--- src/rtl/bcd_store_pkg.sv ---
package bcd_store_pkg;
  typedef enum logic [1:0] {
    ST_IDLE   = 2'd0,
    ST_LAUNCH = 2'd1,
    ST_WAIT   = 2'd2,
    ST_FINISH = 2'd3
  } seq_state_t;
endpackage

--- src/rtl/bcd_div10.sv ---
module bcd_div10 #(
  parameter int VAL_W = 64
) (
  input  logic             clk,
  input  logic             rst,
  input  logic             go,
  input  logic [VAL_W-1:0] dividend,
  output logic             done,
  output logic [VAL_W-1:0] quotient,
  output logic [3:0]       remainder
);
  localparam int CW = $clog2(VAL_W);

  logic [VAL_W-1:0] work;
  logic [3:0]       rem_q;
  logic [CW-1:0]    cnt;
  logic             run;
  logic [4:0]       trial;
  logic             qbit;

  assign trial = {rem_q, work[VAL_W-1]};
  assign qbit  = (trial >= 5'd10);

  always_ff @(posedge clk) begin
    if (rst) begin
      work  <= '0;
      rem_q <= '0;
      cnt   <= '0;
      run   <= 1'b0;
      done  <= 1'b0;
    end else begin
      done <= 1'b0;
      if (go && !run) begin
        work  <= dividend;
        rem_q <= '0;
        cnt   <= '0;
        run   <= 1'b1;
      end else if (run) begin
        rem_q <= qbit ? 4'(trial - 5'd10) : trial[3:0];
        work  <= {work[VAL_W-2:0], qbit};
        cnt   <= cnt + 1'b1;
        if (cnt == CW'(VAL_W-1)) begin
          run  <= 1'b0;
          done <= 1'b1;
        end
      end
    end
  end

  assign quotient  = work;
  assign remainder = rem_q;


  rem_decimal_chk: assert property (@(posedge clk) disable iff (rst)
    done |-> (remainder <= 4'd9));


  done_after_run_chk: assert property (@(posedge clk) disable iff (rst)
    done |-> $past(run));
endmodule

--- src/rtl/bcd_seq.sv ---
module bcd_seq
  import bcd_store_pkg::*;
#(
  parameter int MAG_W     = 64,
  parameter int NUM_BYTES = 10,
  parameter int ADDR_W    = 4
) (
  input  logic              clk,
  input  logic              rst,
  input  logic              start,
  input  logic              sign_in,
  input  logic [MAG_W-1:0]  mag_in,
  output logic              div_go,
  output logic [MAG_W-1:0]  div_val,
  input  logic              div_done,
  input  logic [MAG_W-1:0]  div_quot,
  input  logic [3:0]        div_rem,
  output logic              busy,
  output logic              wr_valid,
  output logic [ADDR_W-1:0] wr_addr,
  output logic [7:0]        wr_data,
  output logic              done
);
  localparam logic [ADDR_W-1:0] LAST = ADDR_W'(NUM_BYTES-1);

  seq_state_t        state;
  logic [MAG_W-1:0]  val;
  logic              sign_q;
  logic [ADDR_W-1:0] byte_idx;
  logic              hi_phase;
  logic [3:0]        lo_nib;

  assign div_go  = (state == ST_LAUNCH);
  assign div_val = val;
  assign busy    = (state != ST_IDLE);

  always_ff @(posedge clk) begin
    if (rst) begin
      state    <= ST_IDLE;
      val      <= '0;
      sign_q   <= 1'b0;
      byte_idx <= '0;
      hi_phase <= 1'b0;
      lo_nib   <= '0;
      wr_valid <= 1'b0;
      wr_addr  <= '0;
      wr_data  <= '0;
      done     <= 1'b0;
    end else begin
      wr_valid <= 1'b0;
      done     <= 1'b0;
      case (state)
        ST_IDLE: begin
          if (start) begin
            val      <= mag_in;
            sign_q   <= sign_in;
            byte_idx <= '0;
            hi_phase <= 1'b0;
            state    <= ST_LAUNCH;
          end
        end
        ST_LAUNCH: state <= ST_WAIT;
        ST_WAIT: begin
          if (div_done) begin
            val <= div_quot;
            if (!hi_phase && byte_idx != LAST) begin
              lo_nib   <= div_rem;
              hi_phase <= 1'b1;
              state    <= ST_LAUNCH;
            end else begin
              wr_valid <= 1'b1;
              wr_addr  <= byte_idx;
              hi_phase <= 1'b0;
              if (byte_idx == LAST) begin
                wr_data <= {sign_q, 3'b000, div_rem};
                state   <= ST_FINISH;
              end else begin
                wr_data  <= {div_rem, lo_nib};
                byte_idx <= byte_idx + 1'b1;
                state    <= ST_LAUNCH;
              end
            end
          end
        end
        ST_FINISH: begin
          done  <= 1'b1;
          state <= ST_IDLE;
        end
        default: state <= ST_IDLE;
      endcase
    end
  end


  single_strobe_chk: assert property (@(posedge clk) disable iff (rst)
    wr_valid |=> !wr_valid);


  done_follows_last_chk: assert property (@(posedge clk) disable iff (rst)
    done |-> ($past(wr_valid) && $past(wr_addr) == LAST));


  top_byte_pad_chk: assert property (@(posedge clk) disable iff (rst)
    (wr_valid && wr_addr == LAST) |-> (wr_data[6:4] == 3'b000));


  nibble_decimal_chk: assert property (@(posedge clk) disable iff (rst)
    wr_valid |-> (wr_data[3:0] <= 4'd9 && (wr_addr == LAST || wr_data[7:4] <= 4'd9)));


  done_idle_chk: assert property (@(posedge clk) disable iff (rst)
    done |-> !busy);


  start_ignored_chk: assert property (@(posedge clk) disable iff (rst)
    (busy && start && state != ST_FINISH) |=> busy);
endmodule

--- src/rtl/bcd_store.sv ---
module bcd_store #(
  parameter int MAG_W     = 64,
  parameter int NUM_BYTES = 10,
  parameter int ADDR_W    = $clog2(NUM_BYTES)
) (
  input  logic              clk,
  input  logic              rst,
  input  logic              start,
  input  logic              sign_in,
  input  logic [MAG_W-1:0]  mag_in,
  output logic              busy,
  output logic              wr_valid,
  output logic [ADDR_W-1:0] wr_addr,
  output logic [7:0]        wr_data,
  output logic              done
);
  logic             div_go;
  logic             div_done;
  logic [MAG_W-1:0] div_val;
  logic [MAG_W-1:0] div_quot;
  logic [3:0]       div_rem;

  bcd_seq #(
    .MAG_W(MAG_W), .NUM_BYTES(NUM_BYTES), .ADDR_W(ADDR_W)
  ) u_seq (
    .clk(clk), .rst(rst), .start(start), .sign_in(sign_in), .mag_in(mag_in),
    .div_go(div_go), .div_val(div_val), .div_done(div_done),
    .div_quot(div_quot), .div_rem(div_rem), .busy(busy),
    .wr_valid(wr_valid), .wr_addr(wr_addr), .wr_data(wr_data), .done(done)
  );

  bcd_div10 #(.VAL_W(MAG_W)) u_div (
    .clk(clk), .rst(rst), .go(div_go), .dividend(div_val),
    .done(div_done), .quotient(div_quot), .remainder(div_rem)
  );
endmodule

--- config.mk ---
export PLATFORM = sky130hd
export DESIGN_NAME = bcd_store
export DESIGN_NICKNAME = d
export VERILOG_FILES = /design/src/rtl/bcd_store_pkg.sv /design/src/rtl/bcd_div10.sv /design/src/rtl/bcd_seq.sv /design/src/rtl/bcd_store.sv
export SDC_FILE = /design/constraint.sdc
export NUM_CORES = 1
export LEC_CHECK = 0
export BUFFER_PORTS_ARGS = -buffer_cell sky130_fd_sc_hd__buf_2
export CELL_PAD_IN_SITES_DETAIL_PLACEMENT = 1
export CELL_PAD_IN_SITES_GLOBAL_PLACEMENT = 1
export CORE_UTILIZATION = 48
export DETAILED_ROUTE_END_ITERATION = 10
export PLACE_DENSITY_LB_ADDON = 0.1
export SLEW_MARGIN = 20
export SYNTH_ARGS = -nofsm -noshare
export SYNTH_HDL_FRONTEND = slang
export SYNTH_SLANG_ARGS = --single-unit
--- constraint.sdc ---
create_clock -name clk -period 3.5 [get_ports clk]
set_clock_uncertainty 0.15 [all_clocks]
set_input_delay 0.525 -clock clk [delete_from_list [all_inputs] [get_ports clk]]
set_output_delay 0.525 -clock clk [all_outputs]
set_load 0.01 [all_outputs]
# Yosys cells after proc, flatten, opt, wreduce, memory -nomap -nowiden
# Index checks and enable logic that the tools add are counted.
word_totals:
  regBits: 166
  word_cells: 77
  output_inout_bits: 15
classes:
  order_cmp: 1
  reduce_logical: 17
  n_addsub: 3
  n_mux: 27
  n_bitwise: 4
  eq_ne: 10
op_table:
  columns: ["cell", "count"]
  rows:
  - ["$mux 64", 4]
  - ["$pmux 64 s2", 1]
  - ["$mux 4", 5]
  - ["$mux 1", 9]
  - ["$reduce_and 3->1", 3]
  - ["$mux 2", 4]
  - ["$mux 8", 1]
  - ["$pmux 2 s4", 1]
  - ["$pmux 4 s2", 1]
  - ["$add 6x1->6 const B", 1]
  - ["$eq 6x6->1 const B", 1]
  - ["$ne 2x2->1 const B", 3]
  - ["$reduce_bool 2->1", 3]
  - ["$reduce_or 3->1", 2]
  - ["$ge 5x4->1 const B", 1]
  - ["$reduce_and 5->1", 1]
  - ["$add 4x1->4 const B", 1]
  - ["$eq 2x2->1 const B", 2]
  - ["$eq 4x4->1 const B", 1]
  - ["$ne 4x4->1 const B", 1]
  - ["$not 1->1", 4]
  - ["$reduce_and 2->1", 2]
  - ["$sub 4x4->4 const B", 1]
  - ["$eq 2x1->1 const B", 1]
  - ["6 further kinds", 8]

# Depth between registers and ports, before layout
logic_depth:
  word_depth: 5
  ltp_mapped: 7
  ltp_nobuf: 5

# Cells and area by module
# Synthesis repeated with hierarchy kept, for this count alone.
hier_totals:
  cells_unflattened: 848
  area_unflattened_um2: 7766.2
modules_own_cells:
  columns: ["module", "area_per_inst_um2", "instances", "cells_per_inst"]
  rows:
  - ["bcd_seq", 4260.3, 1, 436]
  - ["bcd_div10", 3505.9, 1, 412]

# Worst setup path after synthesis
# No wires, ideal clock.
synth_path:
  kind: "register to register"
  startpoint: "register u_seq.byte_idx[1]"
  endpoint: "register u_seq.byte_idx[1]"
  path_stages_with_launch: 7
  arrival_time_ps: 1507
  n_path_buf: 1
  slack_ps: 1748
  t_required_ps: 3255
  synth_period_minus_slack_ps: 1752
  path_cell_list: "dfxtp_1 > inv_1 > ha_1 > and3b_1 > buf_2 > or4_1 > o311ai_1"
synth_via:
  elab_chain_len: 5
  elab_cells_between_ends: 11
synth_lines:
  columns: ["element", "line_no", "text"]
  rows:
  - ["from (decl)", "bcd_seq.sv:29", "logic [ADDR_W-1:0] byte_idx;"]
  - ["from (signal assigned)", "bcd_seq.sv:79", "byte_idx <= byte_idx + 1'b1;"]
  - ["$add 4x1->4", "bcd_seq.sv:79", null]
  - ["$mux 4", "bcd_seq.sv:74", "if (byte_idx == LAST) begin"]
  - ["$mux 4", "bcd_seq.sv:66", "if (!hi_phase && byte_idx != LAST) begin"]
  - ["$mux 4", "bcd_seq.sv:64", "if (div_done) begin"]
  - ["$pmux 4 s2", "bcd_seq.sv:52", "case (state)"]
# Parallel ways exist; a longest one is shown, timed or not. The select of a mux whose other input is x is not followed.
# A chain may end at the register's enable or synchronous reset.

# Final worst setup path
layout_path:
  startpoint: "register u_seq.state[1]"
  endpoint: "register u_seq.val[56], in the netlist u_seq.div_val[56]"
layout_via:
  elab_chain_len: 3
  elab_cells_between_ends: 7
layout_lines:
  columns: ["element", "line_no", "text"]
  rows:
  - ["from (decl)", "bcd_seq.sv:26", "seq_state_t state;"]
  - ["from (signal assigned)", "bcd_seq.sv:39", "state <= ST_IDLE;"]
  - ["from (signal assigned)", "bcd_seq.sv:59", "state <= ST_LAUNCH;"]
  - ["from (signal assigned)", "bcd_seq.sv:62", "ST_LAUNCH: state <= ST_WAIT;"]
  - ["$eq 2x2->1 / $logic_not 2->1 (equally long branches)", "bcd_seq.sv:52", null]
  - ["$ne 2x1->1 (no source line) (tied with other cells)", null, null]
  - ["$reduce_and 3->1 (no source line)", null, null]
  - ["to (signal assigned)", "bcd_seq.sv:55", "val <= mag_in;"]
  - ["to (signal assigned)", "bcd_seq.sv:65", "val <= div_quot;"]
  - ["to (decl)", "bcd_seq.sv:27", "logic [MAG_W-1:0] val;"]
# Parallel ways exist; a longest one is shown, timed or not.

==> results.sh <==
export IMPL_status="completed"
export IMPL_post_cts_buffers=0
export IMPL_ctsHtreeMaxLevel=4
export IMPL_worst_pin_slew_ns=0.858
export IMPL_rsz0062_at_grt="no"
export IMPL_p_leak_nw=3.51
export IMPL_gr_total_overflow=0
export IMPL_ys_ff_latch=166
export IMPL_place_gp_congestion=0.750
export IMPL_synth_edf_count=0
export IMPL_r2r_cells=4
export IMPL_synth_most_common_cell="dfxtp_1"
export IMPL_synthTopCellsByArea="dfxtp_1 44%, a311oi_1 15%, mux2i_1 9.8%"
export IMPL_ys_flop_type="dfxtp_1"
export IMPL_synth_top_area_share=0.440
export IMPL_synth_fp_nets=928
export IMPL_cp_max_fo=50
export IMPL_slew_headroom=0.428
export IMPL_synthCells=856
export IMPL_fillerInstances=1750
export IMPL_r2r_start="u_seq.state[1]$_SDFFE_PP0P_"
export IMPL_post_cts_resize_count=0
export IMPL_first_pass_iters=4
export IMPL_antenna_found_initial=3
export IMPL_min_from="sign_in"
export IMPL_layout_drive_gt1_share=0.162
export IMPL_final_antenna_net_count=0
export IMPL_yosysSeqAreaShare=0.440
export IMPL_synth_avg_cell_area_um2=8.83
export IMPL_clockBufferDepth=2
export IMPL_final_nets=948
export IMPL_fin_tns_setup_ns=0
export IMPL_vias_per_cell=5.99
export IMPL_finalWirelength_mm=20.4
export IMPL_die_x_um=127
export IMPL_cp_start_kind="flop"
export IMPL_synthTopCellsByCount="166 x dfxtp_1, 153 x nand2_1, 129 x a311oi_1, 76 x nor2_1, 74 x mux2i_1"
export IMPL_yosysWarnings=0
export IMPL_worstSkewPairLatency_ns=0.43
export IMPL_hpwl_mm=11.9
export IMPL_hold_path_cell_count=3
export IMPL_yosysTopAreaCell="dfxtp_1"
export IMPL_fmax_ghz=0.414
export IMPL_dieArea_mm2=0.0162
export IMPL_grt_max_degree=83
export IMPL_track_usage=0.262
export IMPL_dp_cells=1068
export IMPL_drtIter0Drc=473
export IMPL_grt_pass1_vias=6854
export IMPL_hold_viol=0
export IMPL_hold_path_endpoint="u_seq.sign_q$_SDFFE_PP0P_"
export IMPL_via_count=6603
export IMPL_crit_type="reg -> reg"
export IMPL_async_reset_ff_frac=0
export IMPL_pwr_density_cell_mw_per_mm2=555
export IMPL_setup_viol=0
export IMPL_die_y_um=127
export IMPL_drv_cap=0
export IMPL_clock_sinks=166
export IMPL_grt_pass1_wl_mm=34.0
export IMPL_worstPathRequired_ns=3.68
export IMPL_post_drt_wl_per_cell_um=18.5
export IMPL_clkSlewWorstSetupHoldPaths_ns=0.06
export IMPL_worstPathArrival_ns=2.59
export IMPL_yosys_cell_types_count=48
export IMPL_critPathCaptureType="flop"
export IMPL_ir_worst_vdd_v=0.000421
export IMPL_num_io_pins=83
export IMPL_start_util=0.495
export IMPL_fin_cells=1102
export IMPL_io_buffer_count=82
export IMPL_remaining_drc_errors=0
export IMPL_numCtsBuffers=17
export IMPL_hold_buffers=0
export IMPL_cts_tree="built"
export IMPL_num_rows=45
export IMPL_coreArea_mm2=0.0153
export IMPL_drv_slew=0
export IMPL_min_path_type="in -> reg"
export IMPL_root_buffer="clkbuf_16"
export IMPL_final_core_util=0.564
export IMPL_rr_endpoint="u_seq.div_val[56]$_SDFFE_PP0P_"
export IMPL_syn2layout_area_growth_pct=13.8
export IMPL_period_needed_ns=2.42
export IMPL_finalPower_w=0.00477
export IMPL_synth_area_mm2=0.00756
export IMPL_finalCritPeriodShare=0.690
export IMPL_reg2reg_slack_ns=1.08
## area by class of cell
cell class | instances | area (um2) | share of cell area
multi-input cells | 592 | 3790 | 0.440
flip-flops and latches | 166 | 3320 | 0.386
repair buffers | 92 | 551 | 0.0640
clock buffers | 20 | 467 | 0.0542
well taps | 211 | 264 | 0.0307
clock inverters | 12 | 175 | 0.0204
inverters | 7 | 31.3 | 0.00364
diodes | 2 | 5.00 | 0.000582
## cell families after synthesis
kind of cell | after synthesis | share of synthesized area
simple gates | 277 | 0.156
mux | 80 | 0.107
xor+xnor | 4 | 0.00464
fa+ha+maj | 4 | 0.00662
flops | 166 | 0.440
compound gates | 227 | 0.224
buf+inv | 98 | 0.0619
## stage by stage
| step | setup WS [ns] | cell area [um2] | hold slack, ns |
|---|---|---|---|
| 6_report | 1.08 | 8600 | 0.194 |
| 3_3_place_gp | 1.20 | 7960 | 0.295 |
| 4_1_cts | 1.08 | 8600 | 0.179 |
| 5_1_grt | 0.920 | 8600 | 0.236 |
| 3_5_place_dp | 1.09 | 7960 | 0.315 |
| 2_1_floorplan | 1.75 | 7560 | 0.288 |
## layer usage
metal | track usage | up-vias | part of all wire
met3 | 0.0448 | 22 | 0.030
met5 | 0 | - | 0
li1 | - | 3184 | -
met1 | 0.332 | 3299 | 0.46
met4 | 0.102 | 0 | 0.013
met2 | 0.442 | 98 | 0.50
## cell usage in the layout (no fill, tap or decap), drive strengths merged, types with 5 or more instances in the layout
master / netlist / layout
nor2b: 9 / 9
nand3: 5 / 5
a31oi: 6 / 6
inv: 6 / 6
nand2: 153 / 153
mux2: 6 / 6
a21oi: 68 / 68
a311oi: 129 / 129
or2: 6 / 6
nand2b: 6 / 6
nor2: 76 / 76
buf: 42 / 92
mux2i: 74 / 74
o221ai: 5 / 5
clkbuf: 49 / 20
dfxtp: 166 / 166
o21ai: 7 / 7
clkinv: 1 / 6
## power by group
| group | leakage (nW) | switching, W | internal (W) |
|---|---|---|---|
| clock | 0.308 | 0.000789 | 0.00125 |
| sequential | 1.36 | 0.000112 | 0.00204 |
| combinational | 1.84 | 0.000347 | 0.000235 |
## worst max path at each step
stage / from / end / slack, ns
after floorplan: u_seq.byte_idx[1]$_SDFFE_PP0P_ / u_seq.byte_idx[1]$_SDFFE_PP0P_ / 1.75
after detailed placement: rst / u_div.quotient[59]$_SDFFE_PP0P_ / 1.09
after global routing: u_seq.state[1]$_SDFFE_PP0P_ / u_seq.div_val[52]$_SDFFE_PP0P_ / 0.92
after CTS: u_seq.state[1]$_SDFFE_PP0P_ / u_seq.div_val[56]$_SDFFE_PP0P_ / 1.08
after global placement: rst / u_seq.wr_valid$_SDFF_PP0_ / 1.20
final: u_seq.state[1]$_SDFFE_PP0P_ / u_seq.div_val[56]$_SDFFE_PP0P_ / 1.08
## worst max-delay path: stages, from the launching register on
cell and delay, ns:
dfxtp_1 0.71, mux2_4 0.65, buf_4 0.39, a21oi_1 0.11, a311oi_1 0.29
## registers in the layout, indices dropped and copies added, names as in the netlist
name,cells
u_seq.state,2
u_div.quotient,64
u_div.run,1
u_seq.hi_phase,1
u_seq.wr_addr,4
u_div.cnt,6
u_div.done,1
u_seq.div_val,64
u_seq.lo_nib,4
u_seq.done,1
u_seq.byte_idx,4
u_seq.wr_valid,1
u_seq.wr_data,8
u_div.remainder,4
u_seq.sign_q,1
No activity file was read; power rests on OpenSTA's default activity.
